<file path="src/rtl/sph_pkg.sv">
package sph_pkg;
  typedef enum logic [1:0] {
    HM_RUN    = 2'd0,
    HM_FINISH = 2'd1,
    HM_ABORT  = 2'd2
  } halt_mode_e;

  function automatic halt_mode_e halt_mode(input logic free_b, input logic soft_b);
    if (free_b) return HM_RUN;
    else if (soft_b) return HM_FINISH;
    else return HM_ABORT;
  endfunction
endpackage

</file>
<file path="src/rtl/sph_bitclk.sv">
module sph_bitclk #(
  parameter int HALF = 2
) (
  input  logic clk,
  input  logic rst,
  input  logic freeze,
  output logic bclk,
  output logic rise_tick,
  output logic fall_tick
);
  logic wrap;

  generate
    if (HALF == 1) begin : g_direct
      assign wrap = !freeze;
    end else begin : g_count
      localparam int CW = $clog2(HALF);
      logic [CW-1:0] cnt;
      always_ff @(posedge clk) begin
        if (rst) cnt <= '0;
        else if (!freeze) cnt <= (cnt == CW'(HALF-1)) ? '0 : cnt + CW'(1);
      end
      assign wrap = !freeze && (cnt == CW'(HALF-1));
    end
  endgenerate

  always_ff @(posedge clk) begin
    if (rst) bclk <= 1'b0;
    else if (wrap) bclk <= !bclk;
  end

  assign rise_tick = wrap && !bclk;
  assign fall_tick = wrap && bclk;
endmodule

</file>
<file path="src/rtl/sph_tx.sv">
module sph_tx #(
  parameter int W = 8
) (
  input  logic         clk,
  input  logic         rst,
  input  logic         fall_tick,
  input  logic         abort,
  input  logic         hold_off,
  input  logic         wr_valid,
  input  logic [W-1:0] wr_data,
  output logic         wr_ready,
  output logic         empty,
  output logic         dx,
  output logic         fs_act
);
  localparam int CW = $clog2(W);
  logic [W-1:0]  hold_q, sh_q;
  logic          hold_v, busy;
  logic [CW-1:0] cnt;

  always_ff @(posedge clk) begin
    if (rst) begin
      hold_q <= '0; sh_q <= '0; hold_v <= 1'b0; busy <= 1'b0;
      cnt <= '0; dx <= 1'b0; fs_act <= 1'b0;
    end else begin
      if (abort) begin
        busy <= 1'b0; fs_act <= 1'b0; dx <= 1'b0; cnt <= '0;
      end else if (fall_tick) begin
        if (busy && cnt != CW'(W-1)) begin
          sh_q   <= sh_q << 1;
          dx     <= sh_q[W-2];
          cnt    <= cnt + CW'(1);
          fs_act <= 1'b0;
        end else if (hold_v && !hold_off) begin
          sh_q   <= hold_q;
          dx     <= hold_q[W-1];
          fs_act <= 1'b1;
          busy   <= 1'b1;
          cnt    <= '0;
          hold_v <= 1'b0;
        end else begin
          busy <= 1'b0; dx <= 1'b0; fs_act <= 1'b0;
        end
      end
      if (wr_valid && !hold_v) begin
        hold_q <= wr_data;
        hold_v <= 1'b1;
      end
    end
  end

  assign wr_ready = !hold_v;
  assign empty    = !busy;
endmodule

</file>
<file path="src/rtl/sph_rx.sv">
module sph_rx #(
  parameter int W = 8
) (
  input  logic         clk,
  input  logic         rst,
  input  logic         rise_tick,
  input  logic         dr,
  input  logic         fs,
  input  logic         rd,
  output logic [W-1:0] data,
  output logic         ready,
  output logic         overrun,
  output logic         sync_err
);
  localparam int CW = $clog2(W);
  logic [W-1:0]  sh_q, nxt;
  logic          busy;
  logic [CW-1:0] cnt;

  assign nxt = {sh_q[W-2:0], dr};

  always_ff @(posedge clk) begin
    if (rst) begin
      sh_q <= '0; data <= '0; busy <= 1'b0; cnt <= '0;
      ready <= 1'b0; overrun <= 1'b0; sync_err <= 1'b0;
    end else begin
      if (rd) ready <= 1'b0;
      if (rise_tick) begin
        if (fs) begin
          if (busy) sync_err <= 1'b1;
          sh_q <= nxt;
          cnt  <= CW'(1);
          busy <= 1'b1;
        end else if (busy) begin
          sh_q <= nxt;
          cnt  <= cnt + CW'(1);
          if (cnt == CW'(W-1)) begin
            data <= nxt;
            busy <= 1'b0;
            if (ready && !rd) overrun <= 1'b1;
            ready <= 1'b1;
          end
        end
      end
    end
  end
endmodule

</file>
<file path="src/rtl/sph_port.sv">
module sph_port #(
  parameter int WORD_W    = 8,
  parameter int BCLK_HALF = 2
) (
  input  logic              clk,
  input  logic              rst,
  input  logic              tx_rst,
  input  logic              rx_rst,
  input  logic              halt_req,
  input  logic              cfg_wr,
  input  logic              cfg_free,
  input  logic              cfg_soft,
  input  logic              cfg_clkpol,
  input  logic              cfg_fspol,
  input  logic [WORD_W-1:0] tx_data,
  input  logic              tx_valid,
  output logic              tx_ready,
  output logic              tx_empty,
  output logic [WORD_W-1:0] rx_data,
  output logic              rx_ready,
  input  logic              rx_read,
  output logic              rx_overrun,
  output logic              rx_sync_err,
  output logic              bclk_out,
  output logic              dx_out,
  output logic              dx_oe,
  output logic              fsx_out,
  input  logic              dr_in,
  input  logic              fsr_in
);
  import sph_pkg::*;

  logic mode_free, mode_soft, mode_clkpol, mode_fspol;
  halt_mode_e hmode;
  logic stop_new, abort_now;
  logic bclk_int, rise_tick, fall_tick;
  logic tx_dx, tx_fs;

  always_ff @(posedge clk) begin
    if (rst) begin
      mode_free <= 1'b0; mode_soft <= 1'b0; mode_clkpol <= 1'b0; mode_fspol <= 1'b0;
    end else if (cfg_wr) begin
      mode_free <= cfg_free; mode_soft <= cfg_soft;
      mode_clkpol <= cfg_clkpol; mode_fspol <= cfg_fspol;
    end
  end

  assign hmode     = halt_mode(mode_free, mode_soft);
  assign stop_new  = halt_req && (hmode != HM_RUN);
  assign abort_now = halt_req && (hmode == HM_ABORT);

  sph_bitclk #(.HALF(BCLK_HALF)) u_clk (
    .clk(clk), .rst(rst), .freeze(abort_now),
    .bclk(bclk_int), .rise_tick(rise_tick), .fall_tick(fall_tick)
  );

  sph_tx #(.W(WORD_W)) u_tx (
    .clk(clk), .rst(rst || tx_rst), .fall_tick(fall_tick),
    .abort(abort_now), .hold_off(stop_new),
    .wr_valid(tx_valid), .wr_data(tx_data), .wr_ready(tx_ready),
    .empty(tx_empty), .dx(tx_dx), .fs_act(tx_fs)
  );

  sph_rx #(.W(WORD_W)) u_rx (
    .clk(clk), .rst(rst || rx_rst), .rise_tick(rise_tick),
    .dr(dr_in), .fs(fsr_in == mode_fspol), .rd(rx_read),
    .data(rx_data), .ready(rx_ready), .overrun(rx_overrun), .sync_err(rx_sync_err)
  );

  // pin stage: all serial outputs leave through one register
  always_ff @(posedge clk) begin
    if (rst) begin
      bclk_out <= 1'b0; dx_out <= 1'b0; dx_oe <= 1'b0; fsx_out <= 1'b1;
    end else begin
      bclk_out <= bclk_int ^ mode_clkpol;
      dx_oe    <= !tx_rst;
      dx_out   <= tx_rst ? 1'b0 : tx_dx;
      fsx_out  <= (tx_fs && !tx_rst) ? mode_fspol : !mode_fspol;
    end
  end
endmodule

</file>
<file path="config.mk">
export PLATFORM = sky130hd
export DESIGN_NAME = sph_port
export DESIGN_NICKNAME = d
export VERILOG_FILES = /design/src/rtl/sph_pkg.sv /design/src/rtl/sph_bitclk.sv /design/src/rtl/sph_tx.sv /design/src/rtl/sph_rx.sv /design/src/rtl/sph_port.sv
export SDC_FILE = /design/constraint.sdc
export NUM_CORES = 1
export LEC_CHECK = 0
export BUFFER_PORTS_ARGS = -buffer_cell sky130_fd_sc_hd__buf_4
export CAP_MARGIN = 10
export CORE_MARGIN = 5
export CORE_UTILIZATION = 44
export CTS_CLUSTER_DIAMETER = 100
export DETAILED_ROUTE_END_ITERATION = 12
export GPL_ROUTABILITY_DRIVEN = 0
export PLACE_DENSITY_LB_ADDON = 0.3
export RECOVER_POWER = 50
export SLEW_MARGIN = 40
export SYNTH_ARGS = -nofsm -noshare
export SYNTH_HDL_FRONTEND = slang
export SYNTH_SLANG_ARGS = --single-unit
</file>
<file path="constraint.sdc">
create_clock -name clk -period 2.15 [get_ports clk]
set_clock_uncertainty 0.2 [all_clocks]
set_input_delay 0.3225 -clock clk [delete_from_list [all_inputs] [get_ports clk]]
set_output_delay 0.3225 -clock clk [all_outputs]
set_load 0.02 [all_outputs]
</file>
==> results.sh <==
export IMPL_synth_area_sq_um=2130
export IMPL_postRouteAntennaNets=0
export IMPL_startpoint="u_tx.cnt[0]"
export IMPL_groute_usage_overall=0.137
export IMPL_synth_top_area_share=0.508
export IMPL_viasPerCell=5.08
export IMPL_setup_violations=0
export IMPL_worst_r2r_endpoint="u_tx.sh_q[4]"
export IMPL_grt_pass1_vias=1537
export IMPL_ios=39
export IMPL_crit_buf_inv=0
export IMPL_hpwl_um=2940
export IMPL_syn_to_final_growth_pct=20.1
export IMPL_drt_iter0_drc=96
export IMPL_timing_final_crit_period_ns=1.99
export IMPL_die_h_um=79.5
export IMPL_power_frac_clock=0.409
export IMPL_yosysSeqAreaShare=0.508
export IMPL_firstDrtPassIters=4
export IMPL_wl_um=4110
export IMPL_clock_fmax_ghz=0.502
export IMPL_peakVddDrop_mv=0.412
export IMPL_area_sequential_sq_um=1080
export IMPL_finalSetupTns_ns=0
export IMPL_clk_latency_ns=0.31
export IMPL_post_route_period_util=0.927
export IMPL_post_route_drc_count=0
export IMPL_fill_cells=453
export IMPL_hold_start="cfg_soft"
export IMPL_worst_path_max_delay_cell="and4_1"
export IMPL_cts_resized=0
export IMPL_gr_total_overflow=0
export IMPL_fin_util=0.541
export IMPL_swShare=0.209
export IMPL_cap_violations=0
export IMPL_postSynthNetCount=255
export IMPL_rsz0062_at_grt="false"
export IMPL_cts_root_buf="clkbuf_8"
export IMPL_multi_input_area_sq_um=950
export IMPL_die_area_sq_um=6330
export IMPL_final_layout_size_suffix_gt1_frac=0.149
export IMPL_hold_path_class="in2reg"
export IMPL_yosys_warnings=0
export IMPL_yosys_area_top_type="dfxtp_1"
export IMPL_reg2reg_depth=6
export IMPL_grt_pass1_wl_um=6840
export IMPL_cts_tree="yes"
export IMPL_required_ns=2.17
export IMPL_clkSinkCount=54
export IMPL_synthesis_instances=229
export IMPL_path_common_cell="ha_1"
export IMPL_rows=25
export IMPL_cts_buffers=5
export IMPL_end_kind="register"
export IMPL_p_seq_frac=0.514
export IMPL_min_path_cells=3
export IMPL_crit_type="reg2reg"
export IMPL_synth_edf_count=0
export IMPL_htreeDepth=2
export IMPL_status="finished clean"
export IMPL_dominantRegCellSynth="dfxtp_1"
export IMPL_port_buffers=38
export IMPL_hold_violations=0
export IMPL_p_leak_uw=0.000950
export IMPL_die_x_um=79.5
export IMPL_insertedDiodeCount=0
export IMPL_synth_area_top_cells="dfxtp_1 (51%), mux2i_1 (8.5%), nand3_1 (4.7%)"
export IMPL_path_cells="ha_1, ha_1, nor2b_1, and4_1, nor3_1, a211oi_1"
export IMPL_crit_family="simple AND/OR/NAND/NOR gates"
export IMPL_worstPathMaxFanout=9
export IMPL_yosys_cell_types_count=38
export IMPL_post_cts_buffers=0
export IMPL_worst_slew_pin_slew_ns=0.646
export IMPL_arrival_ns=2.01
export IMPL_path_clk_slew_ns=0.10
export IMPL_wl_per_cell_um=12.3
export IMPL_place_area_sq_um=2490
export IMPL_synthArstFlopShare=0
export IMPL_max_stage_delay_ns=0.45
export IMPL_final_area_sq_um=2550
export IMPL_stdcell_count=335
export IMPL_vias=1702
export IMPL_r2r_slack_ns=0.16
export IMPL_grt_max_degree=24
export IMPL_antenna_found_initial=0
export IMPL_drv_slew=0
export IMPL_p_per_area_nw_per_um2=787
export IMPL_cts_max_path_buffers=2
export IMPL_cp_start_kind="register"
export IMPL_start_util=0.450
export IMPL_r2r_start="u_tx.cnt[0]"
export IMPL_coreArea_sq_um=4720
export IMPL_placed_cells=327
export IMPL_switchingPower_uw=420
export IMPL_cts_hold_fix_buffers=0
export IMPL_p_comb_frac=0.078
export IMPL_ys_ff_latch=54
export IMPL_synth_area_per_cell_sq_um=9.29
export IMPL_slew_headroom=0.566
export IMPL_internal_power_uw=1590
export IMPL_hold_end="mode_soft"
export IMPL_fin_nets=293
## worst register-to-register path, delay by kind of cell (launching register included)
family,cells,cell delay [ns]
adders and majority gates,2,0.40
and+or+nand+nor,3,0.75
DFF,1,0.34
AOI/OAI and AO/OA,1,0.22
## layout make-up
class / count / share of cell area
tap: 67 / 0.0328
clock inverter: 2 / 0.0235
sequential: 54 / 0.423
clock buffer: 6 / 0.0323
timing repair buffer: 48 / 0.110
inverter: 4 / 0.00588
multi-input combinational: 154 / 0.372
## routing by layer
layer / part of all wire / GRT usage / wire length, um
met5: 0 / 0 / 0
met4: 0.020 / 0.0687 / 81
met3: 0.056 / 0.0418 / 231
met2: 0.46 / 0.219 / 1890
met1: 0.46 / 0.167 / 1900
## kinds of logic (layout without fill, tap and decap cells)
group           count (synthesis)  count (layout)  synth area share
flops                          54              54             0.508
compound gates                 42              42             0.121
fa+ha+maj                       4               4            0.0235
simple gates                   86              86             0.201
mux                            18              18            0.0847
buf+inv                        21              60            0.0453
xor+xnor                        4               4            0.0165
## state kept, by name, indices dropped and copies added (netlist names), 3 cells and up
| name | cells |
|---|---|
| u_rx.cnt | 3 |
| u_rx.data | 8 |
| u_rx.sh_q | 7 |
| u_tx.cnt | 3 |
| u_tx.hold_q | 8 |
| u_tx.sh_q | 7 |
## cell usage after synthesis (2+ instances only)
master,n
dfxtp_1,54
nand3_1,20
nand2_1,19
mux2i_1,18
nor2_1,18
a21oi_1,10
clkbuf_1,10
o21ai_0,9
a211oi_1,7
nor3_1,7
o21ai_1,6
buf_2,4
ha_1,4
inv_1,4
nand2b_1,4
xnor2_1,4
a22oi_1,3
nor2b_1,3
and3_1,2
and4_1,2
nand3b_1,2
nand4_1,2
or2_2,2
## through the flow
stage	hold WS, ns	total power (uW)	setup WS, ns
after CTS	0.0336	2040	0.160
final	0.0405	2010	0.158
after floorplan	0.230	1150	0.290
after global routing	0.0442	2100	0.0188
after detailed placement	0.243	1220	0.132
after global placement	0.242	1220	0.193
## how the worst max path moves through the flow
stage	cells past startpoint	slack, ns	endpoint
global route	6	0.02	u_tx.sh_q[1]
floorplan	8	0.29	u_tx.sh_q[1]
finish	6	0.16	u_tx.sh_q[4]
detailed placement	6	0.13	u_rx.sh_q[3]
global placement	6	0.19	u_rx.sh_q[4]
CTS	6	0.16	u_tx.sh_q[4]
## power by group through the flow
stage	clock [uW]	sequential (uW)	combinational, uW
6_report	821	1030	156
5_1_grt	891	1040	173
4_1_cts	843	1030	166
3_5_place_dp	0	1060	165
3_3_place_gp	0	1050	164
2_1_floorplan	0	1060	97.1
## layout by cell type, fill, tap and decap left out, drive strengths merged, types with 3 or more instances in the layout
cell / n
a211oi: 7
a21oi: 10
a22oi: 3
buf: 27
clkbuf: 27
dfxtp: 54
ha: 4
inv: 4
mux2i: 18
nand2: 19
nand2b: 4
nand3: 20
nor2: 18
nor2b: 3
nor3: 7
o21ai: 15
xnor2: 4
(Power assumes the default switching activity.)
